**src/rtl/csw_pkg.sv**
```systemverilog
package csw_pkg;

   localparam int WAIT_W = 2;

   typedef enum logic [1:0] {
      RG_LOWER  = 2'd0,
      RG_UPPER  = 2'd1,
      RG_MIDDLE = 2'd2,
      RG_NONE   = 2'd3
   } region_e;

   typedef struct packed {
      logic [WAIT_W-1:0] waits;
      logic              ign_rdy;
   } wait_cfg_t;

endpackage

```
**src/rtl/csw_region_match.sv**
```systemverilog
module csw_region_match #(
   parameter int ADDR_W    = 20,
   parameter int SZ_W      = 5,
   parameter int MIN_LOG2  = 10,
   parameter int SPLIT_W   = 2,
   parameter bit SPLIT     = 1'b0
) (
   input  logic [ADDR_W-1:0]  addr,
   input  logic [ADDR_W-1:0]  anchor,
   input  logic               en,
   input  logic [SZ_W-1:0]    size,
   output logic               hit,
   output logic [SPLIT_W-1:0] slice
);

   logic [SZ_W-1:0]   eff;
   logic [ADDR_W-1:0] hi_mask;

   always_comb begin
      if (int'(size) < MIN_LOG2)
         eff = SZ_W'(MIN_LOG2);
      else if (int'(size) > ADDR_W)
         eff = SZ_W'(ADDR_W);
      else
         eff = size;
   end

   assign hi_mask = {ADDR_W{1'b1}} << eff;
   assign hit     = en && ((addr & hi_mask) == (anchor & hi_mask));

   generate
      if (SPLIT) begin : g_split
         logic [ADDR_W-1:0] offset;
         logic [SZ_W-1:0]   sh;
         assign offset = addr & ~hi_mask;
         assign sh     = eff - SZ_W'(SPLIT_W);
         assign slice  = SPLIT_W'(offset >> sh);
      end else begin : g_whole
         assign slice = '0;
      end
   endgenerate

endmodule

```
**src/rtl/csw_wait_ctr.sv**
```systemverilog
module csw_wait_ctr
   import csw_pkg::*;
(
   input  logic      clk,
   input  logic      rst_n,
   input  logic      strobe,
   input  wait_cfg_t wcfg,
   input  logic      ext_rdy,
   output logic      rdy
);

   logic              strobe_q;
   logic              first;
   logic [WAIT_W-1:0] cnt;
   logic [WAIT_W-1:0] remaining;

   assign first     = strobe && !strobe_q;
   assign remaining = first ? wcfg.waits : cnt;
   assign rdy       = strobe && (remaining == '0) && (wcfg.ign_rdy || ext_rdy);

   always_ff @(posedge clk or negedge rst_n) begin
      if (!rst_n) begin
         strobe_q <= 1'b0;
         cnt      <= '0;
      end else begin
         strobe_q <= strobe;
         if (strobe && remaining != '0)
            cnt <= remaining - 1'b1;
         else
            cnt <= '0;
      end
   end

   assert_waits_hold_R7: assert property (@(posedge clk) disable iff (!rst_n)
      (first && wcfg.waits != '0) |-> !rdy);

   assert_count_steps_R7: assert property (@(posedge clk) disable iff (!rst_n)
      (strobe && $past(strobe) && $past(remaining) != '0) |-> remaining == $past(remaining) - 1'b1);

   assert_ext_gate_R8: assert property (@(posedge clk) disable iff (!rst_n)
      (rdy && !wcfg.ign_rdy) |-> ext_rdy);

   assert_idle_not_ready_R7: assert property (@(posedge clk) disable iff (!rst_n)
      !strobe |-> !rdy);

endmodule

```
**src/rtl/csw_chipsel.sv**
```systemverilog
module csw_chipsel
   import csw_pkg::*;
#(
   parameter int ADDR_W      = 20,
   parameter int MID_DEVS    = 4,
   parameter int MIN_LOG2    = 10,
   parameter int RST_UP_LOG2 = 10,
   parameter int SZ_W        = $clog2(ADDR_W + 1)
) (
   input  logic                clk,
   input  logic                rst_n,
   input  logic [ADDR_W-1:0]   addr,
   input  logic                bus_cyc,
   input  logic                ext_rdy,
   input  logic                cfg_we,
   input  logic [1:0]          cfg_region,
   input  logic                cfg_en,
   input  logic [SZ_W-1:0]     cfg_size,
   input  logic [ADDR_W-1:0]   cfg_base,
   input  logic [WAIT_W-1:0]   cfg_waits,
   input  logic                cfg_ign_rdy,
   output logic                lcs_n,
   output logic                ucs_n,
   output logic [MID_DEVS-1:0] mcs_n,
   output logic                rdy
);

   localparam int MID_SEL_W = $clog2(MID_DEVS);

   generate
      if (MID_DEVS < 2 || (MID_DEVS & (MID_DEVS - 1)) != 0) begin : g_bad_devs
         $error("MID_DEVS must be a power of two of at least 2");
      end
      if (MIN_LOG2 < MID_SEL_W || MIN_LOG2 > ADDR_W) begin : g_bad_min
         $error("MIN_LOG2 must lie between the slice bits and ADDR_W");
      end
      if (RST_UP_LOG2 < MIN_LOG2 || RST_UP_LOG2 > ADDR_W) begin : g_bad_rst
         $error("RST_UP_LOG2 out of range");
      end
   endgenerate

   // Per-region configuration
   logic              lo_en, up_en, mid_en;
   logic [SZ_W-1:0]   lo_size, up_size, mid_size;
   logic [ADDR_W-1:0] mid_base;
   wait_cfg_t         lo_w, up_w, mid_w;

   always_ff @(posedge clk or negedge rst_n) begin
      if (!rst_n) begin
         lo_en    <= 1'b0;
         lo_size  <= SZ_W'(MIN_LOG2);
         lo_w     <= '0;
         up_en    <= 1'b1;
         up_size  <= SZ_W'(RST_UP_LOG2);
         up_w     <= '{waits: '1, ign_rdy: 1'b0};
         mid_en   <= 1'b0;
         mid_size <= SZ_W'(MIN_LOG2);
         mid_base <= '0;
         mid_w    <= '0;
      end else if (cfg_we) begin
         case (region_e'(cfg_region))
            RG_LOWER: begin
               lo_en   <= cfg_en;
               lo_size <= cfg_size;
               lo_w    <= '{waits: cfg_waits, ign_rdy: cfg_ign_rdy};
            end
            RG_UPPER: begin
               up_en   <= cfg_en;
               up_size <= cfg_size;
               up_w    <= '{waits: cfg_waits, ign_rdy: cfg_ign_rdy};
            end
            RG_MIDDLE: begin
               mid_en   <= cfg_en;
               mid_size <= cfg_size;
               mid_base <= cfg_base;
               mid_w    <= '{waits: cfg_waits, ign_rdy: cfg_ign_rdy};
            end
            default: ;
         endcase
      end
   end

   // Region decode
   logic                 lo_hit, up_hit, mid_hit;
   logic [MID_SEL_W-1:0] mid_slice;
   logic [MID_SEL_W-1:0] lo_slice_nc, up_slice_nc;

   csw_region_match #(
      .ADDR_W(ADDR_W), .SZ_W(SZ_W), .MIN_LOG2(MIN_LOG2),
      .SPLIT_W(MID_SEL_W), .SPLIT(1'b0)
   ) u_lower (
      .addr(addr), .anchor({ADDR_W{1'b0}}), .en(lo_en), .size(lo_size),
      .hit(lo_hit), .slice(lo_slice_nc)
   );

   csw_region_match #(
      .ADDR_W(ADDR_W), .SZ_W(SZ_W), .MIN_LOG2(MIN_LOG2),
      .SPLIT_W(MID_SEL_W), .SPLIT(1'b0)
   ) u_upper (
      .addr(addr), .anchor({ADDR_W{1'b1}}), .en(up_en), .size(up_size),
      .hit(up_hit), .slice(up_slice_nc)
   );

   csw_region_match #(
      .ADDR_W(ADDR_W), .SZ_W(SZ_W), .MIN_LOG2(MIN_LOG2),
      .SPLIT_W(MID_SEL_W), .SPLIT(1'b1)
   ) u_middle (
      .addr(addr), .anchor(mid_base), .en(mid_en), .size(mid_size),
      .hit(mid_hit), .slice(mid_slice)
   );

   region_e sel;

   always_comb begin
      if (lo_hit)       sel = RG_LOWER;
      else if (up_hit)  sel = RG_UPPER;
      else if (mid_hit) sel = RG_MIDDLE;
      else              sel = RG_NONE;
   end

   assign lcs_n = !(bus_cyc && sel == RG_LOWER);
   assign ucs_n = !(bus_cyc && sel == RG_UPPER);

   generate
      for (genvar i = 0; i < MID_DEVS; i++) begin : g_mcs
         assign mcs_n[i] = !(bus_cyc && sel == RG_MIDDLE && mid_slice == MID_SEL_W'(i));
      end
   endgenerate

   // Wait-state selection and counter
   wait_cfg_t act_w;

   always_comb begin
      case (sel)
         RG_LOWER:  act_w = lo_w;
         RG_UPPER:  act_w = up_w;
         RG_MIDDLE: act_w = mid_w;
         default:   act_w = '0;
      endcase
   end

   csw_wait_ctr u_wait (
      .clk(clk), .rst_n(rst_n), .strobe(bus_cyc), .wcfg(act_w),
      .ext_rdy(ext_rdy), .rdy(rdy)
   );

   assert_single_select_R6: assert property (@(posedge clk) disable iff (!rst_n)
      $countones({~lcs_n, ~ucs_n, ~mcs_n}) <= 1);

   assert_idle_quiet_R5: assert property (@(posedge clk) disable iff (!rst_n)
      !bus_cyc |-> (lcs_n && ucs_n && (&mcs_n)));

   assert_lower_beats_upper_R6: assert property (@(posedge clk) disable iff (!rst_n)
      (bus_cyc && lo_hit) |-> (!lcs_n && ucs_n));

   assert_mid_onehot_R3: assert property (@(posedge clk) disable iff (!rst_n)
      $onehot0(~mcs_n));

   assert_disabled_silent_R5: assert property (@(posedge clk) disable iff (!rst_n)
      !mid_en |-> (&mcs_n));

endmodule

```
**config.mk**
```make
export PLATFORM = sky130hd
export DESIGN_NAME = csw_chipsel
export DESIGN_NICKNAME = d
export VERILOG_FILES = /design/src/rtl/csw_pkg.sv /design/src/rtl/csw_region_match.sv /design/src/rtl/csw_wait_ctr.sv /design/src/rtl/csw_chipsel.sv
export SDC_FILE = /design/constraint.sdc
export NUM_CORES = 1
export LEC_CHECK = 0
export ABC_AREA = 1
export ABC_CLOCK_PERIOD_IN_PS = 8320
export BUFFER_PORTS_ARGS = -buffer_cell sky130_fd_sc_hd__buf_2
export CORE_MARGIN = 2
export CORE_UTILIZATION = 35
export CTS_CLUSTER_SIZE = 28
export DETAILED_ROUTE_END_ITERATION = 10
export GPL_TIMING_DRIVEN = 1
export SETUP_SLACK_MARGIN = 0.4
export SLEW_MARGIN = 10
export SYNTH_ARGS = -nofsm -noshare
export SYNTH_HDL_FRONTEND = slang
export SYNTH_SLANG_ARGS = --single-unit
export TNS_END_PERCENT = 20
```
**constraint.sdc**
```tcl
create_clock -name clk -period 8.32 [get_ports clk]
set_clock_uncertainty 0.05 [all_clocks]
set_input_delay 0 -clock clk [delete_from_list [all_inputs] [get_ports clk]]
set_output_delay 0 -clock clk [all_outputs]
set_load 0.005 [all_outputs]
```
==> results of run 1 <==
==> routing by layer <==
layer,vias to the layer above,GRT usage,part of all wire
li1,1544,-,-
met1,1365,0.254,0.51
met2,67,0.247,0.44
met3,6,0.0229,0.042
met4,0,0.0427,0.010
met5,-,0,0
==> layout make-up <==
type,count,share of cell area
clock buffers,6,0.0194
flip-flops and latches,42,0.283
well taps,108,0.0361
multi-input cells,314,0.458
repair buffers,78,0.136
clock inverters,2,0.0100
inverters,55,0.0571
==> how the worst max path moves through the flow <==
stage                      startpoint             to  slack (ps)
after detailed placement  mid_size[4]  u_wait.cnt[0]        4750
final                     mid_size[4]            rdy        4670
after CTS                 mid_size[4]            rdy        4620
after global placement    mid_size[4]  u_wait.cnt[0]        4810
after floorplan           mid_size[2]  u_wait.cnt[0]        5420
after global routing      mid_size[4]            rdy        4280
==> critical path, cell delays in order (launching register included) <==
cell and delay, ps:
dfrtp_1 570, inv_2 230, nand2_4 90, nand2_2 250, inv_4 130, ha_1 250
ha_1 220, o21ai_0 160, o21ai_0 90, nor2_1 80, nand2_1 50, nor2_1 80
nand3_1 80, nor2_2 200, nand4_1 130, nand4_1 110, nand2_1 60, ha_1 210
nand2_1 70, inv_1 30, nand2_1 50, inv_1 30, buf_2 110
==> registers in the layout (all words and copies together), names as in the netlist, 2 cells and up <==
| signal | count |
|---|---|
| mid_base | 12 |
| lo_size | 5 |
| mid_size | 5 |
| up_size | 5 |
| lo_w | 3 |
| mid_w | 3 |
| up_w | 3 |
| u_wait.cnt | 2 |
==> per-stage QoR <==
| step | area (um2) | utilization |
|---|---|---|
| floorplan | 3080 | - |
| global placement | 3410 | 0.395 |
| detailed placement | 3410 | 0.395 |
| CTS | 3750 | 0.434 |
| global route | 3750 | 0.434 |
| finish | 3750 | 0.434 |
==> synthesized netlist by cell type, types with 2 or more instances <==
library cell	instances
inv_2	5
a21oi_1	12
o211ai_2	3
nor2_1	33
nor2_2	2
dfstp_2	9
a21oi_2	3
nor2_4	2
nand3b_1	2
buf_6	2
nand2_4	4
nand2_2	6
o21ai_0	42
ha_1	5
a31oi_1	3
xor2_1	7
a21boi_0	2
clkbuf_1	6
nand2_1	108
nand4_1	12
o2111ai_1	3
a41oi_1	2
o21ai_1	5
dfrtp_1	33
inv_1	48
mux2_2	12
or2_2	4
nand3_1	32
o221ai_1	2
==> logic make-up after synthesis <==
| group | count (synthesis) | synth area share |
|---|---|---|
| mux | 12 | 0.0438 |
| flops | 42 | 0.345 |
| fa+ha+maj | 5 | 0.0203 |
| xor+xnor | 8 | 0.0227 |
| compound gates | 83 | 0.168 |
| buf+inv | 67 | 0.0982 |
| simple gates | 206 | 0.302 |
==> power groups by stage <==
| stage | Clock (mW) | Combinational [mW] | Sequential [mW] |
|---|---|---|---|
| after CTS | 0.165 | 0.270 | 0.278 |
| final | 0.162 | 0.269 | 0.279 |
| after floorplan | 0 | 0.214 | 0.270 |
| after global routing | 0.174 | 0.308 | 0.285 |
| after global placement | 0 | 0.256 | 0.281 |
| after detailed placement | 0 | 0.260 | 0.282 |
==> what timing repair did <==
item	CTS	global route
setup buffers	0	0
endpoints found under the setup margin	0	0
endpoints found under the hold margin	69	0
hold buffers	23	0
==> impl_metrics.py, run 1 <==
metrics = {
    "status": {
        "run_status": "complete, no violations",
    },
    "drt": {
        "ant_nets": 0,
        "routedWlPerCell_um": 12.8,
        "viasPerCell": 4.93,
        "wirelength_um": 7750,
        "drtIter0Drc": 158,
        "drtPass1Iterations": 5,
        "drc": 0,
        "vias": 2982,
    },
    "placed_design": {
        "place_hpwl_um": 5880,
        "numPlacedInstances": 574,
        "port_buffers": 54,
        "pre_cts_ws_ps": 4750,
        "finalWeightedCongestion": 0.842,
    },
    "layout": {
        "diodes": 0,
        "register_area_um2": 1060,
        "final_layout_size_suffix_gt1_frac": 0.237,
        "mostFrequentLayoutCells": "nand2_1 (108), buf_2 (54), inv_1 (48)",
        "multi_input_area_um2": 1720,
        "final_common_cell": "nand2_1",
        "fillers": 903,
        "syn_to_final_growth_pct": 21.6,
        "final_nets": 557,
        "layout.cells.non_filler": 605,
    },
    "worst_setup_path": {
        "path_max_fanout": 13,
        "worstPathRequired_ps": 8270,
        "regToRegSetupSlack_ps": 4760,
        "timing.rr.end": "u_wait.cnt[0]",
        "reg2reg_from": "mid_size[4]",
        "worstPathArrival_ps": 3600,
        "rr_worst_depth": 19,
        "crit_path_end_kind": "output pin",
        "start_kind": "flip-flop",
        "critPathKind": "flip-flop to output pin",
    },
    "timing": {
        "finalHoldViolations": 0,
        "max_slew.worst_pin.slew_ps": 934,
        "layout_setup_ws_ps": 4670,
        "slew_violations": 0,
        "fin_crit_sh": 0.439,
        "relSlewSlack": 0.377,
        "fmax_mhz": 274,
        "rsz0062_at_grt": "no",
        "holdWs_ps": 234,
        "setup_tns_ps": 0,
        "setup_viol": 0,
        "finalCriticalPeriod_ps": 3650,
    },
    "die": {
        "row_count": 34,
        "die-width_um": 97.9,
        "die_h_um": 97.9,
        "io_pins": 63,
        "dieArea_um2": 9580,
        "coreArea_um2": 8640,
        "start_util": 0.357,
    },
    "power_and_ir_drop": {
        "seq_power_share": 0.393,
        "total_power_mw": 0.709,
        "p_leak_nw": 1.83,
        "p_switching_mw": 0.269,
        "p_sw_frac": 0.379,
        "combinationalPowerShare": 0.380,
        "intPower_mw": 0.440,
        "powerDensity_nw_per_um2": 189,
        "peakVddDrop_uv": 122,
        "clkPwrFrac": 0.228,
    },
    "min_path": {
        "hp-start": "cfg_we",
        "holdPathEnd": "mid_size[1]",
        "hp-class": "primary input to flip-flop",
        "hold_depth": 5,
    },
    "synth": {
        "synth_area_um2": 3080,
        "synth-seq-cells": 42,
        "yosysTopAreaCellShare": 0.268,
        "syn_inst": 423,
        "yosys.area.top_type": "dfrtp_1",
        "syn_nets": 484,
        "synth_area_leaders": "dfrtp_1 (27%), nand2_1 (13%), dfstp_2 (7.7%)",
        "synth_edf_count": 0,
        "ys_types": 43,
        "synth_warnings": 0,
        "synth-main-ff-cell": "dfrtp_1",
        "async_flop_share": 1.00,
        "synth_seq_area_share": 0.345,
        "syn-mean-instance-area_um2": 7.29,
    },
    "clock_tree": {
        "cts_root_buf": "clkbuf_8",
        "clkTransAtPathRegs_ps": 80,
        "cts_tree": "yes",
        "h-tree-depth": 2,
        "clock-sinks": 42,
        "cts_made_buffers": 5,
        "cts_resized": 0,
        "cts_buffer_depth": 2,
        "clk_latency_ps": 300,
    },
    "global_route": {
        "grt-ovfl-total": 0,
        "antenna_found_initial": 0,
        "grt_first_pass_wirelength_um": 13100,
        "track_usage": 0.167,
        "grt_pass1_vias": 2652,
        "grt_max_degree": 43,
    },
    "job": {
        "drv_cap": 0,
    },
}
No activity file was read; power rests on OpenSTA's default activity.
==> inputs of run 2 (changes only) <==
--- a/config.mk
+++ b/config.mk
@@ -6,7 +6,7 @@
 export NUM_CORES = 1
 export LEC_CHECK = 0
 export ABC_AREA = 1
-export ABC_CLOCK_PERIOD_IN_PS = 8320
+export ABC_CLOCK_PERIOD_IN_PS = 3000
 export BUFFER_PORTS_ARGS = -buffer_cell sky130_fd_sc_hd__buf_2
 export CORE_MARGIN = 2
 export CORE_UTILIZATION = 35
==> constraint.sdc (replaced) <==
create_clock -name clk -period 3 [get_ports clk]
set_clock_uncertainty 0.05 [all_clocks]
set_input_delay 0 -clock clk [delete_from_list [all_inputs] [get_ports clk]]
set_output_delay 0 -clock clk [all_outputs]
set_load 0.005 [all_outputs]
==> run 2 against run 1 <==
Combinational power increased to 3.2 times the previous value. Flip-flop and latch count unchanged. Critical path depth increased by 2. Sequential share of layout area decreased by 1.6 points. Global-route usage increased by 0.54 points. Design area increased by 6.0%. Core utilization increased by 2.6 points. Routed wire length increased by 4.7%. Final cell count increased by 3.3%. Non-clock buffer count increased by 20. Highest routed layer unchanged. First-iteration DRC count increased by 16%. Sequential power increased to 2.8 times the previous value.
==> impl_metrics.py, run 2 (synthesis gave the netlist of run 1 again) <==
metrics = {
    "global_route": {
        "grt_first_pass_wirelength_um": 13500,
        "grt_max_degree": 43,
        "track_usage": 0.172,
        "grt-ovfl-total": 0,
        "grt_pass1_vias": 2856,
        "antenna_found_initial": 0,
    },
    "drt": {
        "drc": 0,
        "vias": 3071,
        "drtIter0Drc": 184,
        "viasPerCell": 4.91,
        "ant_nets": 0,
        "drtPass1Iterations": 5,
        "wirelength_um": 8110,
        "routedWlPerCell_um": 13.0,
    },
    "layout": {
        "mostFrequentLayoutCells": "nand2_1 (106), buf_2 (54), inv_1 (48)",
        "finish.utilization": 0.460,
        "final_common_cell": "nand2_1",
        "fillers": 924,
        "diodes": 0,
        "regMostFlops": "mid_base",
        "layout.cells.non_filler": 625,
        "syn_to_final_growth_pct": 28.8,
        "final_layout_size_suffix_gt1_frac": 0.286,
        "largest_register_ffs": 12,
        "final_nets": 577,
    },
    "clock_tree": {
        "clkTransAtPathRegs_ps": 80,
        "cts_made_buffers": 5,
        "h-tree-depth": 2,
        "clock-sinks": 42,
        "cts_buffer_depth": 2,
        "cts_tree": "yes",
        "clk_latency_ps": 290,
        "cts_root_buf": "clkbuf_8",
    },
    "timing": {
        "fin_crit_sh": 0.987,
        "layout_setup_ws_ps": 39.3,
        "slew_violations": 0,
        "holdWs_ps": 274,
        "finalHoldViolations": 0,
        "setup_tns_ps": 0,
        "max_slew.worst_pin.slew_ps": 1000,
        "rsz0062_at_grt": "yes",
        "finalCriticalPeriod_ps": 2960,
        "setup_viol": 0,
        "fmax_mhz": 338,
        "relSlewSlack": 0.328,
    },
    "power_and_ir_drop": {
        "powerDensity_nw_per_um2": 519,
        "p_leak_nw": 1.92,
        "peakVddDrop_uv": 269,
    },
    "die": {
        "io_pins": 63,
        "coreArea_um2": 8640,
        "row_count": 34,
        "start_util": 0.357,
        "die_h_um": 97.9,
        "die-width_um": 97.9,
        "dieArea_um2": 9580,
    },
    "worst_setup_path": {
        "worstPathRequired_ps": 3180,
        "worstPathArrival_ps": 3140,
        "critPathKind": "flip-flop to flip-flop",
        "path_max_fanout": 6,
        "start_kind": "flip-flop",
        "crit_path_end_kind": "flip-flop",
    },
    "job": {
        "drv_cap": 0,
    },
    "placed_design": {
        "port_buffers": 54,
        "finalWeightedCongestion": 0.919,
        "place_hpwl_um": 6130,
        "pre_cts_ws_ps": 111,
        "numPlacedInstances": 582,
    },
    "status": {
        "run_status": "complete, no violations",
    },
    "min_path": {
        "hp-class": "primary input to flip-flop",
    },
}
==> run 2: cell type report <==
| class | count | area [um2] | share of cell area |
|---|---|---|---|
| repair buffers | 98 | 658 | 0.166 |
| multi-input cells | 314 | 1790 | 0.451 |
| flip-flops and latches | 42 | 1060 | 0.268 |
| clock inverters | 2 | 37.5 | 0.00945 |
| well taps | 108 | 135 | 0.0340 |
| inverters | 55 | 214 | 0.0539 |
| clock buffers | 6 | 72.6 | 0.0183 |
==> run 2: per-layer routing <==
| metal | routed length [um] | vias up | track usage |
|---|---|---|---|
| li1 | - | 1586 | - |
| met2 | 3770 | 79 | 0.283 |
| met1 | 3850 | 1402 | 0.245 |
| met4 | 55 | 0 | 0.0342 |
| met5 | 0 | - | 0 |
| met3 | 436 | 4 | 0.0208 |
==> run 2: worst max-delay path, stage by stage (launching register included) <==
cell and delay (ps):
dfstp_2 610, o21ai_2 100, nand2_4 90, nand2_4 60, inv_4 60, ha_4 130, inv_1 40, ha_1 180
nor2_2 110, nand3_1 90, nand2_1 70, nor2_1 40, nand2_1 50, nor2_1 40, nand3_1 100, nor2_4 60
nand4_1 80, nand4_1 110, buf_4 150, buf_4 120, buf_4 120, buf_4 120, buf_4 120, buf_4 120
a21oi_2 90
==> run 2: report_power, final <==
part           leakage [nW]  switching, mW  internal, mW
logic                  1.37          0.487         0.361
registers             0.498         0.0986         0.673
clock network        0.0514          0.194         0.248
==> run 2: worst paths after layout <==
path / end / slack, ps / cells after the start / from
min: lo_size[3] / 270 / 4 / cfg_we
max: u_wait.cnt[0] / 40 / 24 / mid_size[1]
max in group asynchronous: mid_size[2] / 1970 / 2 / rst_n
min reg2reg: lo_en / 440 / 2 / lo_en
min in group asynchronous: u_wait.strobe_q / 320 / 2 / rst_n
max reg2reg: u_wait.cnt[0] / 40 / 24 / mid_size[1]
==> run 2: metrics by stage <==
step	total power, mW	area, um2
after global routing	2.22	3970
after floorplan	1.36	3120
after CTS	2.06	3950
final	2.06	3970
after detailed placement	1.56	3510
after global placement	1.55	3510
==> run 2: repair_timing <==
| action | in CTS | in global routing |
|---|---|---|
| hold endpoints to repair | 70 | 0 |
| setup buffers | 12 | 0 |
| hold buffers | 23 | 0 |
| gates resized for setup | 5 | 3 |
| pin swaps | 5 | 0 |
| setup endpoints to repair | 7 | 7 |
